## src/rtl/acp_pkg.sv

```systemverilog
package acp_pkg;

    localparam int CNT_W      = 19;
    localparam int PEN_W      = 16;
    localparam int DEPTH_W    = 4;
    localparam int NEAR_DEPTH = 4;

    typedef enum logic [2:0] {
        CLS_NONE,
        CLS_HIT_PLAIN,
        CLS_HIT_SLOW,
        CLS_HIT_SAVED,
        CLS_MISS_SAVABLE,
        CLS_MISS_LOST
    } ref_class_e;

    typedef struct packed {
        logic               hit;
        logic               packed_line;
        logic [DEPTH_W-1:0] depth;
        logic               fits;
    } ref_req_t;

    typedef struct packed {
        logic unpen;
        logic pen;
        logic saved;
        logic savable;
        logic lost;
    } event_vec_t;

    function automatic ref_class_e classify(input ref_req_t r, input int near);
        ref_class_e c;
        if (r.hit) begin
            if (int'(r.depth) > near)  c = CLS_HIT_SAVED;
            else if (r.packed_line)    c = CLS_HIT_SLOW;
            else                       c = CLS_HIT_PLAIN;
        end else begin
            c = r.fits ? CLS_MISS_SAVABLE : CLS_MISS_LOST;
        end
        return c;
    endfunction

    function automatic event_vec_t class_to_events(input ref_class_e c);
        event_vec_t e;
        e         = '0;
        e.unpen   = (c == CLS_HIT_PLAIN);
        e.pen     = (c == CLS_HIT_SLOW);
        e.saved   = (c == CLS_HIT_SAVED);
        e.savable = (c == CLS_MISS_SAVABLE);
        e.lost    = (c == CLS_MISS_LOST);
        return e;
    endfunction

endpackage

```

## src/rtl/acp_classifier.sv

```systemverilog
module acp_classifier
    import acp_pkg::*;
#(
    parameter int NEAR = NEAR_DEPTH
) (
    input  logic       strobe,
    input  ref_req_t   req,
    output ref_class_e cls,
    output logic       credit,
    output logic       debit
);
    always_comb begin
        cls = strobe ? classify(req, NEAR) : CLS_NONE;
        credit = (cls == CLS_HIT_SAVED) || (cls == CLS_MISS_SAVABLE);
        debit  = (cls == CLS_HIT_SLOW);
    end

    always_comb begin
        assert_no_dual_step_R9: assert (!(credit && debit));
    end
endmodule

```

## src/rtl/acp_sat_acc.sv

```systemverilog
module acp_sat_acc #(
    parameter int CNT_W = acp_pkg::CNT_W,
    parameter int PEN_W = acp_pkg::PEN_W
) (
    input  logic                    clk,
    input  logic                    rst,
    input  logic                    add_en,
    input  logic [PEN_W-1:0]        add_amt,
    input  logic                    sub_en,
    input  logic [PEN_W-1:0]        sub_amt,
    output logic signed [CNT_W-1:0] value
);
    localparam int EXT_W = ((PEN_W > CNT_W) ? PEN_W : CNT_W) + 2;
    localparam logic signed [EXT_W-1:0] MAX_EXT = EXT_W'((64'sd1 <<< (CNT_W - 1)) - 64'sd1);
    localparam logic signed [EXT_W-1:0] MIN_EXT = -MAX_EXT - EXT_W'(1);

    logic signed [EXT_W-1:0] cur_ext;
    logic signed [EXT_W-1:0] step;
    logic signed [EXT_W-1:0] raw;
    logic signed [EXT_W-1:0] clamped;

    always_comb begin
        cur_ext = EXT_W'(value);
        if (add_en)      step =  $signed({{(EXT_W-PEN_W){1'b0}}, add_amt});
        else if (sub_en) step = -$signed({{(EXT_W-PEN_W){1'b0}}, sub_amt});
        else             step = '0;
        raw = cur_ext + step;
        if (raw > MAX_EXT)      clamped = MAX_EXT;
        else if (raw < MIN_EXT) clamped = MIN_EXT;
        else                    clamped = raw;
    end

    always_ff @(posedge clk) begin
        if (rst) value <= '0;
        else     value <= clamped[CNT_W-1:0];
    end

    assert_credit_no_drop_R4: assert property (@(posedge clk) disable iff (rst)
        add_en |=> value >= $past(value));
    assert_debit_no_rise_R3: assert property (@(posedge clk) disable iff (rst)
        sub_en |=> value <= $past(value));
    assert_idle_hold_R9: assert property (@(posedge clk) disable iff (rst)
        (!add_en && !sub_en) |=> $stable(value));
    assert_top_rail_R7: assert property (@(posedge clk) disable iff (rst)
        (add_en && EXT_W'(value) == MAX_EXT) |=> EXT_W'(value) == MAX_EXT);
    assert_bottom_rail_R7: assert property (@(posedge clk) disable iff (rst)
        (sub_en && EXT_W'(value) == MIN_EXT) |=> EXT_W'(value) == MIN_EXT);
    assert_reset_zero_R1: assert property (@(posedge clk)
        rst |=> value == '0);
endmodule

```

## src/rtl/acp_event_reg.sv

```systemverilog
module acp_event_reg
    import acp_pkg::*;
(
    input  logic       clk,
    input  logic       rst,
    input  ref_class_e cls,
    output event_vec_t ev
);
    always_ff @(posedge clk) begin
        if (rst) ev <= '0;
        else     ev <= class_to_events(cls);
    end

    assert_single_pulse_R9: assert property (@(posedge clk) disable iff (rst)
        $onehot0(ev));
endmodule

```

## src/rtl/adaptive_comp_predictor.sv

```systemverilog
module adaptive_comp_predictor
    import acp_pkg::*;
#(
    parameter int CW   = CNT_W,
    parameter int PW   = PEN_W,
    parameter int NEAR = NEAR_DEPTH
) (
    input  logic                 clk,
    input  logic                 rst,
    input  logic                 ref_valid,
    input  logic                 ref_hit,
    input  logic                 ref_compressed,
    input  logic [DEPTH_W-1:0]   ref_depth,
    input  logic                 ref_fits,
    input  logic [PW-1:0]        decomp_penalty,
    input  logic [PW-1:0]        miss_penalty,
    output logic                 compress_en,
    output logic signed [CW-1:0] benefit,
    output logic                 ev_unpenalized,
    output logic                 ev_penalized,
    output logic                 ev_avoided_miss,
    output logic                 ev_avoidable_miss,
    output logic                 ev_unavoidable_miss
);
    ref_req_t   req;
    ref_class_e cls;
    logic       credit;
    logic       debit;
    event_vec_t ev;

    always_comb begin
        req.hit         = ref_hit;
        req.packed_line = ref_compressed;
        req.depth       = ref_depth;
        req.fits        = ref_fits;
    end

    acp_classifier #(.NEAR(NEAR)) u_cls (
        .strobe (ref_valid),
        .req    (req),
        .cls    (cls),
        .credit (credit),
        .debit  (debit)
    );

    acp_sat_acc #(.CNT_W(CW), .PEN_W(PW)) u_acc (
        .clk     (clk),
        .rst     (rst),
        .add_en  (credit),
        .add_amt (miss_penalty),
        .sub_en  (debit),
        .sub_amt (decomp_penalty),
        .value   (benefit)
    );

    acp_event_reg u_evr (
        .clk (clk),
        .rst (rst),
        .cls (cls),
        .ev  (ev)
    );

    assign compress_en         = !benefit[CW-1];
    assign ev_unpenalized      = ev.unpen;
    assign ev_penalized        = ev.pen;
    assign ev_avoided_miss     = ev.saved;
    assign ev_avoidable_miss   = ev.savable;
    assign ev_unavoidable_miss = ev.lost;

    assert_strobe_gives_event_R9: assert property (@(posedge clk) disable iff (rst)
        ref_valid |=> $countones(ev) == 1);
    assert_quiet_no_event_R9: assert property (@(posedge clk) disable iff (rst)
        !ref_valid |=> ev == '0);
    assert_neutral_hold_R6: assert property (@(posedge clk) disable iff (rst)
        (ev.lost || ev.unpen) |-> $stable(benefit));
    assert_penalized_drop_R3: assert property (@(posedge clk) disable iff (rst)
        ev.pen |-> benefit <= $past(benefit));
    assert_credit_rise_R5: assert property (@(posedge clk) disable iff (rst)
        (ev.saved || ev.savable) |-> benefit >= $past(benefit));
endmodule

```

## config.mk

```make
export PLATFORM = sky130hd
export DESIGN_NAME = adaptive_comp_predictor
export DESIGN_NICKNAME = d
export VERILOG_FILES = /design/src/rtl/acp_pkg.sv /design/src/rtl/acp_classifier.sv /design/src/rtl/acp_sat_acc.sv /design/src/rtl/acp_event_reg.sv /design/src/rtl/adaptive_comp_predictor.sv
export SDC_FILE = /design/constraint.sdc
export NUM_CORES = 1
export LEC_CHECK = 0
export CAP_MARGIN = 30
export CORE_UTILIZATION = 26
export CTS_CLUSTER_DIAMETER = 60
export DETAILED_ROUTE_END_ITERATION = 8
export DONT_BUFFER_PORTS = 1
export PLACE_DENSITY_LB_ADDON = 0.15
export SYNTH_ARGS = -nofsm -noshare
export SYNTH_HDL_FRONTEND = slang
export SYNTH_SLANG_ARGS = --single-unit
export TNS_END_PERCENT = 5
```

## constraint.sdc

```tcl
create_clock -name clk -period 8.7 [get_ports clk]
set_input_delay 1.305 -clock clk [delete_from_list [all_inputs] [get_ports clk]]
set_output_delay 1.305 -clock clk [all_outputs]
set_load 0.01 [all_outputs]
```

==> flow_metrics.py, run 1 <==
metrics = {
    "outcome": {
        "status": "finished with violations",
        "violations": "DRC",
    },
    "detailed_routing": {
        "viasPerCell": 5.45,
        "wl_per_cell_um": 18.2,
        "drt_iter0_markers": 97,
        "dr.pass1.iters": 6,
        "ant_nets": 0,
        "routed_wl_um": 7290,
        "drc": 3,
        "dr_total_vias": 2187,
    },
    "sta": {
        "fmax_mhz": 187,
        "tightest_slew_ns": 0.748,
        "setup_viol": 0,
        "period_share": 0.616,
        "finalSetupTns_ns": 0,
        "fin_ws_ns": 3.34,
        "final_max_slew_viol_count": 0,
        "relSlewSlack": 0.500,
        "fin_worst_skew_ns": 0.0110,
        "min_period_ns": 5.36,
        "hold_violations": 0,
        "rsz0062_at_grt": "false",
    },
    "hold_path": {
        "min-delay-start": "u_acc.value[0]",
        "whs_path_depth": 3,
        "whs_endpoint": "u_acc.value[0]",
        "hold_class": "reg -> reg",
    },
    "worst_setup_path": {
        "crit_type": "in -> reg",
        "rr_worst_depth": 11,
        "cp_cell_sequence": "nor3_1, nand2_1, or2_2, or3_1, nor3_1, xnor2_1, a22o_1, ha_1, and4_1, and3_1, nor4b_1, a211oi_1, xnor2_1, o21ai_2, buf_6, a21oi_1, nor2_1",
        "r2r_start": "u_acc.value[0]",
        "critPathSlowestCell": "xnor2_1",
        "critPathArrivalTime_ns": 5.54,
        "max_stage_delay_ns": 0.44,
        "crit_fanout": 11,
        "worstReg2RegEnd": "u_acc.value[17]",
        "rrSetupSlack_ns": 5.32,
        "cp-start-kind": "primary input",
        "cp-end-kind": "flop",
        "cp.depth": 17,
        "path_delay_family": "simple AND/OR/NAND/NOR gates",
        "cp.required_ns": 8.88,
        "crit_buf_inv": 1,
    },
    "logic_synthesis": {
        "ys_seq_area_frac": 0.201,
        "synth_edf_count": 0,
        "async_flop_share": 0,
        "avgSynthCellArea_um2": 8.09,
        "synthesis.nets": 362,
        "ys_warn_count": 0,
        "synthDistinctLibCells": 50,
        "ys_ff_latch": 24,
        "synth-main-ff-cell": "dfxtp_1",
        "synthCells": 296,
        "synthesis.area_um2": 2390,
    },
    "power_and_ir_drop": {
        "ir_worst_vdd_mv": 0.0549,
        "cellLeakagePower_nw": 1.01,
        "power_density_nw_per_um2": 147,
    },
    "placed_design": {
        "port_buffers": 0,
        "placed_cells": 397,
        "placed_cell_area_um2": 2510,
        "gp_congestion": 0.809,
        "dp_hpwl_um": 5820,
        "dp_slack_ns": 2.99,
    },
    "grt": {
        "grt_max_degree": 22,
        "grtUsageMet1": 0.205,
        "grt_antenna_before_repair": 0,
        "grt_pass1_wl_um": 11300,
        "grt_usage": 0.150,
        "grtUsageMet2": 0.233,
        "grt_pass1_vias": 2175,
        "grt.busiest_layer": "met2",
        "grt_overflow_total": 0,
        "met3_usage": 0.0351,
    },
    "layout": {
        "diodes": 0,
        "stdcell_count": 401,
        "layout_common_cells": "29 x a21oi_1, 24 x dfxtp_1, 23 x ha_1",
        "area_growth_pct": 7.11,
        "fillers": 936,
        "finalInstanceArea_um2": 2560,
        "final_common_cell": "a21oi_1",
        "drive_gt1_frac": 0.137,
        "utilization": 0.291,
        "nNetsFinal": 360,
    },
    "clock_tree": {
        "clock-root-buffer": "clkbuf_8",
        "cts_setup_buffers": 0,
        "cts.clk_slew.worst_paths_ns": 0.10,
        "holdBufCountCts": 0,
        "clockBufferDepth": 2,
        "cts_resized": 0,
        "tritoncts": "built",
        "cts_buffers": 3,
        "cts_sinks": 24,
        "cts_max_level": 1,
        "clk_latency_ns": 0.28,
    },
    "floorplan": {
        "die_w_um": 97.9,
        "start_util": 0.272,
        "io_pins": 67,
        "rows": 34,
        "die_y_um": 97.9,
        "core_um2": 8810,
        "die_area_um2": 9590,
    },
    "job": {
        "drv_cap": 0,
    },
}
[flip-flops by register name, summed over array words and instances, names as in the netlist]
register	cells
u_acc.value	19
u_evr.ev	5
[where the power goes]
| group | switching (mW) | total, mW | internal [mW] |
|---|---|---|---|
| Clock | 0.0441 | 0.0847 | 0.0406 |
| Sequential | 0.0206 | 0.145 | 0.125 |
| Combinational | 0.0813 | 0.145 | 0.0642 |
[cell type report]
| cell class | count | area [um2] | share of cell area |
|---|---|---|---|
| flip-flops and latches | 24 | 480 | 0.187 |
| clock buffers | 4 | 55.1 | 0.0215 |
| well taps | 108 | 135 | 0.0527 |
| inverters | 8 | 30.0 | 0.0117 |
| multi-input cells | 254 | 1840 | 0.716 |
| repair buffers | 3 | 26.3 | 0.0102 |
[tightest hold or removal path: stages (launching register included)]
cell	delay (ns)
dfxtp_1	0.41
ha_1	0.16
a21oi_1	0.05
nor2_1	0.08
[Yosys cell counts, drive strengths merged, types with 6 or more instances]
master | n | area, um2
clkbuf | 8 | 30.0
o21ai | 17 | 88.8
nor2 | 26 | 123
xor2 | 8 | 70.1
inv | 8 | 30.0
ha | 23 | 288
nand3 | 6 | 30.0
nor3 | 14 | 70.1
dfxtp | 24 | 480
or2 | 6 | 40.0
a22o | 12 | 105
a21oi | 40 | 249
a211oi | 7 | 52.6
xnor2 | 15 | 139
nand2 | 16 | 60.1
[routing by layer]
layer | up-vias | wire length [um]
met2 | 73 | 3080
met1 | 997 | 3430
met3 | 6 | 675
li1 | 1111 | -
met5 | - | 0
met4 | 0 | 104
[kinds of logic after synthesis]
logic type,after synthesis,synth area share
adder cells (fa/ha/maj),24,0.129
buffers and inverters,18,0.0345
AO/OA/AOI/OAI,108,0.326
AND/OR/NAND/NOR,99,0.223
XOR/XNOR,23,0.0873
flip-flops,24,0.201
[how the worst max path moves through the flow]
stage                                   from         endpoint  slack, ns
after floorplan           decomp_penalty[10]  u_acc.value[17]       3.67
after global placement     decomp_penalty[2]  u_acc.value[17]       2.97
after detailed placement   decomp_penalty[2]  u_acc.value[17]       2.99
after CTS                  decomp_penalty[2]  u_acc.value[17]       3.28
after global routing       decomp_penalty[2]  u_acc.value[17]       2.99
final                      decomp_penalty[2]   u_acc.value[1]       3.34
[through the flow]
stage               hold slack [ns]  power (mW)
floorplan                     0.648       0.265
global placement              0.702       0.294
finish                        0.742       0.376
global route                  0.785       0.404
detailed placement            0.678       0.294
CTS                           0.733       0.382
No activity file was read; power rests on OpenSTA's default activity.
==> inputs of run 2 (changes only) <==
Clock period 8.7 ns to 5.4 ns, I/O delays scaled along.
==> run 2 against run 1 <==
Compared with the run above:
- the flow still finishes with violations (DRC)
- cell count grew 0.25%
- via count is 1.1% lower
- sequential power grew 61%
- first-iteration DRC count fell by 9.3%
- setup slack lost 2.5 ns
- register-to-register slack lost 3.0 ns
- sequential share of layout area is 0.15 points lower
- core utilization is 0.23 points higher
- largest power group is now combinational logic
- cell area is 0.78% higher
- die area unchanged
==> flow_metrics.py, run 2 (synthesized netlist as in run 1, its figures left out) <==
metrics = {
    "outcome": {
        "status": "finished with violations",
        "violations": "DRC",
    },
    "layout": {
        "finalInstanceArea_um2": 2580,
        "reg_top3": "u_acc.value: 19 flops, u_evr.ev: 5 flops",
        "fillers": 957,
        "diodes": 0,
        "final_common_cell": "a21oi_1",
        "area_growth_pct": 7.95,
        "top_register": "u_acc.value",
        "largest_reg_flops": 19,
        "drive_gt1_frac": 0.139,
        "stdcell_count": 402,
        "nNetsFinal": 361,
        "layout_common_cells": "29 x a21oi_1, 24 x dfxtp_1, 23 x ha_1",
    },
    "floorplan": {
        "core_um2": 8810,
        "start_util": 0.272,
        "rows": 34,
        "die_w_um": 97.9,
        "die_area_um2": 9590,
        "io_pins": 67,
        "die_y_um": 97.9,
    },
    "grt": {
        "grt_max_degree": 22,
        "grt_antenna_before_repair": 0,
        "grt_usage": 0.156,
        "grt_overflow_total": 0,
        "grt_pass1_wl_um": 11700,
        "grt_pass1_vias": 2236,
    },
    "power_and_ir_drop": {
        "power_density_nw_per_um2": 248,
        "cellLeakagePower_nw": 1.02,
        "ir_worst_vdd_mv": 0.102,
    },
    "sta": {
        "setup_viol": 0,
        "hold_violations": 0,
        "final_max_slew_viol_count": 0,
        "min_period_ns": 4.56,
        "rsz0062_at_grt": "false",
        "tightest_slew_ns": 0.558,
        "period_share": 0.844,
        "relSlewSlack": 0.624,
        "fmax_mhz": 219,
        "fin_worst_skew_ns": 0.00675,
        "finalSetupTns_ns": 0,
    },
    "placed_design": {
        "port_buffers": 0,
        "dp_hpwl_um": 5850,
        "placed_cells": 398,
        "gp_congestion": 0.828,
        "placed_cell_area_um2": 2510,
    },
    "detailed_routing": {
        "ant_nets": 0,
        "viasPerCell": 5.38,
        "dr_total_vias": 2162,
        "drc": 3,
        "routed_wl_um": 7280,
        "dr.pass1.iters": 6,
        "wl_per_cell_um": 18.1,
        "drt_iter0_markers": 88,
    },
    "worst_setup_path": {
        "path_delay_family": "simple AND/OR/NAND/NOR gates",
        "rrSetupSlack_ns": 2.29,
        "crit_fanout": 12,
        "crit_type": "in -> reg",
        "crit_buf_inv": 1,
        "worstReg2RegEnd": "u_acc.value[11]",
        "cp_common_cell": "xnor2_1",
        "rr_worst_depth": 11,
        "cp-start-kind": "primary input",
        "r2r_start": "u_acc.value[0]",
        "max_stage_delay_ns": 0.53,
        "cp_cell_sequence": "or4_4, or2_4, or3_1, nor3_1, xnor2_1, a22o_1, ha_1, and4_1, and3_1, nor4b_1, a211oi_1, xnor2_1, a21oi_4, buf_4, a21oi_2, nor2_2",
        "critPathSlowestCell": "or4_4",
        "critPathArrivalTime_ns": 4.79,
        "cp-end-kind": "flop",
        "cp.required_ns": 5.63,
    },
    "hold_path": {
        "min-delay-start": "rst",
        "whs_path_depth": 1,
        "whs_endpoint": "u_acc.value[14]",
        "hold_class": "in -> reg",
    },
    "clock_tree": {
        "clk_latency_ns": 0.28,
        "clock-root-buffer": "clkbuf_8",
        "cts_resized": 0,
        "cts_sinks": 24,
        "cts_buffers": 3,
        "cts.clk_slew.worst_paths_ns": 0.11,
        "clockBufferDepth": 2,
        "cts_setup_buffers": 0,
        "tritoncts": "built",
        "cts_max_level": 1,
        "holdBufCountCts": 0,
    },
    "job": {
        "drv_cap": 0,
    },
}
run 2: cell types whose count changed in the layout (fill, tap and decap cells not counted), sizes merged:
cell,before,now
buf,3,4
bufinv,0,1
clkbuf,4,3
run 2: worst reg2reg max path, cell delays in order, from the launching register on:
cell       delay (ns)
dfxtp_1          0.37
ha_1             0.25
fa_1             0.44
a211oi_1         0.36
o211a_1          0.26
nor3_1           0.10
o211ai_1         0.24
o2111ai_2        0.21
a21oi_4          0.43
buf_4            0.27
a21oi_2          0.05
nor2_2           0.08
run 2: report_power, final:
part | internal [mW] | total (mW) | switching [mW]
clock network | 0.0993 | 0.171 | 0.0718
registers | 0.201 | 0.233 | 0.0319
logic | 0.103 | 0.237 | 0.134
run 2: layout make-up:
cell class / count / area (um2) / area share
Clock inverter: 1 / 30.0 / 0.0116
Inverter: 8 / 30.0 / 0.0116
Multi-Input combinational cell: 254 / 1840 / 0.711
Timing Repair Buffer: 4 / 30.0 / 0.0116
Tap cell: 108 / 135 / 0.0523
Sequential cell: 24 / 480 / 0.186
Clock buffer: 3 / 41.3 / 0.0160
run 2: metrics by stage:
step	setup WS [ns]	hold slack (ns)	utilization	total power [mW]
floorplan	0.866	0.648	-	0.427
global placement	0.592	0.714	0.285	0.478
detailed placement	0.568	0.694	0.285	0.475
CTS	0.838	0.573	0.293	0.649
global route	0.385	0.556	0.293	0.689
finish	0.844	0.582	0.293	0.641
run 2: how the worst max path moves through the flow:
| stage | cells past startpoint | endpoint | startpoint |
|---|---|---|---|
| 6_report | 16 | u_acc.value[11] | decomp_penalty[10] |
| 3_5_place_dp | 17 | u_acc.value[13] | decomp_penalty[2] |
| 4_1_cts | 17 | u_acc.value[13] | decomp_penalty[2] |
| 3_3_place_gp | 17 | u_acc.value[13] | decomp_penalty[2] |
| 5_1_grt | 17 | u_acc.value[17] | decomp_penalty[2] |
| 2_1_floorplan | 16 | u_acc.value[17] | decomp_penalty[10] |
run 2: per-layer routing:
metal | global-route usage | part of all wire
met1 | 0.210 | 0.49
met5 | 0 | 0
met4 | 0.0303 | 0.0096
met3 | 0.0408 | 0.066
met2 | 0.250 | 0.44
==> inputs of run 3 (changes only) <==
Clock period 5.4 ns to 4.2 ns, I/O delays scaled along.
==> run 3 against run 2 <==
Compared with the run above:
- the flow still finishes with violations (DRC)
- setup slack got worse by 0.63 ns
- clock power rose by 30%
- via count rose by 5.6%
- core utilization rose by 4.1 points
- critical path depth fell by 1
- sequential power rose by 29%
- clock skew fell by 0.0027 ns
- largest power group unchanged
==> flow_metrics.py, run 3 (synthesized netlist as in run 1, its figures left out) <==
metrics = {
    "grt": {
        "grt_pass1_vias": 2377,
        "grt_pass1_wl_um": 12100,
        "grt_antenna_before_repair": 0,
        "grt_overflow_total": 0,
        "grt_usage": 0.160,
        "grt_max_degree": 22,
    },
    "sta": {
        "final_max_slew_viol_count": 0,
        "rsz0062_at_grt": "false",
        "tightest_slew_ns": 0.469,
        "setup_viol": 0,
        "fmax_mhz": 251,
        "min_period_ns": 3.99,
        "period_share": 0.949,
        "fin_worst_skew_ns": 0.00410,
        "relSlewSlack": 0.684,
        "hold_violations": 0,
        "fin_ws_ns": 0.213,
    },
    "layout": {
        "area_growth_pct": 22.9,
        "utilization": 0.334,
        "top_register": "u_acc.value",
        "fillers": 938,
        "layout_common_cells": "34 x buf_4, 28 x a21oi_1, 24 x dfxtp_1, 22 x ha_1",
        "diodes": 0,
        "final_common_cell": "buf_4",
        "drive_gt1_frac": 0.244,
        "largest_reg_flops": 19,
        "reg_top3": "u_acc.value: 19 flops, u_evr.ev: 5 flops",
        "nNetsFinal": 395,
    },
    "floorplan": {
        "die_y_um": 97.9,
        "start_util": 0.272,
        "die_w_um": 97.9,
        "io_pins": 67,
        "die_area_um2": 9590,
        "rows": 34,
        "core_um2": 8810,
    },
    "detailed_routing": {
        "dr.pass1.iters": 6,
        "wl_per_cell_um": 17.1,
        "routed_wl_um": 7450,
        "ant_nets": 0,
        "drc": 3,
        "dr_total_vias": 2284,
        "viasPerCell": 5.24,
        "drt_iter0_markers": 81,
    },
    "clock_tree": {
        "cts_setup_buffers": 0,
        "clockBufferDepth": 2,
        "cts_buffers": 3,
        "tritoncts": "built",
        "cts_sinks": 24,
        "cts.clk_slew.worst_paths_ns": 0.11,
        "clock-root-buffer": "clkbuf_8",
        "clk_latency_ns": 0.28,
        "cts_max_level": 1,
    },
    "worst_setup_path": {
        "crit_fanout": 7,
        "crit_type": "in -> reg",
        "cp-end-kind": "flop",
        "crit_buf_inv": 1,
        "worstReg2RegEnd": "u_acc.value[15]",
        "critPathArrivalTime_ns": 4.18,
        "cp_cell_sequence": "or4_4, or2_4, or3_4, xor2_1, a22o_1, ha_1, nand4_1, nor2_1, or3_1, or2_1, o2111ai_4, o21ai_4, buf_4, a21oi_2, nor2_2",
        "endpoint": "u_acc.value[15]",
        "crit_start": "decomp_penalty[10]",
        "path_delay_family": "simple AND/OR/NAND/NOR gates",
        "max_stage_delay_ns": 0.53,
        "cp.required_ns": 4.39,
        "rr_worst_depth": 11,
        "r2r_start": "u_acc.value[0]",
        "rrSetupSlack_ns": 1.18,
        "cp-start-kind": "primary input",
        "critPathSlowestCell": "or4_4",
        "cp.depth": 15,
    },
    "placed_design": {
        "dp_hpwl_um": 6170,
        "dp_slack_ns": -0.0840,
        "port_buffers": 0,
        "gp_congestion": 0.828,
    },
    "power_and_ir_drop": {
        "seq_power_share": 0.344,
        "power_density_nw_per_um2": 298,
        "pwr-share-clk": 0.255,
        "combPwrFrac": 0.401,
        "cellInternalPower_mw": 0.559,
        "swShare": 0.362,
        "cellLeakagePower_nw": 1.21,
        "ir_worst_vdd_mv": 0.118,
        "switchingPower_mw": 0.317,
        "total_power_mw": 0.875,
    },
    "hold_path": {
        "hold_class": "in -> reg",
    },
    "outcome": {
        "status": "finished with violations",
        "violations": "DRC",
    },
    "job": {
        "drv_cap": 0,
    },
}
-- run 3: layout make-up --
class,count,area [um2],area share
flip-flops and latches,24,480,0.163
repair buffers,38,335,0.114
clock inverters,1,30.0,0.0102
clock buffers,3,41.3,0.0140
inverters,8,30.0,0.0102
multi-input cells,254,1890,0.642
well taps,108,135,0.0459
-- run 3: worst min path at each step --
| stage | from | endpoint | depth (start not counted) |
|---|---|---|---|
| 3_5_place_dp | u_acc.value[0] | u_acc.value[0] | 3 |
| 6_report | ref_hit | u_evr.ev[1] | 1 |
| 2_1_floorplan | u_acc.value[0] | u_acc.value[0] | 3 |
| 5_1_grt | rst | u_acc.value[0] | 1 |
| 3_3_place_gp | u_acc.value[0] | u_acc.value[0] | 3 |
| 4_1_cts | rst | u_acc.value[7] | 1 |
-- run 3: per-layer routing --
metal	GRT usage	wire, um	vias up
met3	0.0372	482	10
li1	-	-	1180
met5	0	0	-
met4	0.0408	153	0
met1	0.209	3550	1023
met2	0.262	3260	71
-- run 3: metrics by stage --
step	std cells	instance area (um2)	hold slack (ns)	setup TNS, ns
finish	436	2940	0.403	0
global route	436	2940	0.382	0
CTS	436	2940	0.386	0
detailed placement	432	2870	0.694	-1.06
global placement	432	2870	0.698	-0.709
floorplan	296	2440	0.648	0
-- run 3: power groups by stage --
stage / combinational [mW] / clock (mW) / sequential, mW
3_3_place_gp: 0.350 / 0 / 0.308
3_5_place_dp: 0.350 / 0 / 0.307
2_1_floorplan: 0.258 / 0 / 0.296
4_1_cts: 0.352 / 0.231 / 0.302
6_report: 0.351 / 0.223 / 0.301
5_1_grt: 0.398 / 0.239 / 0.305
-- run 3: repair_timing --
item / CTS / global route
resized for setup: 0 / 1
endpoints found under the setup margin: 0 / 3
hold buffers: 0 / 0
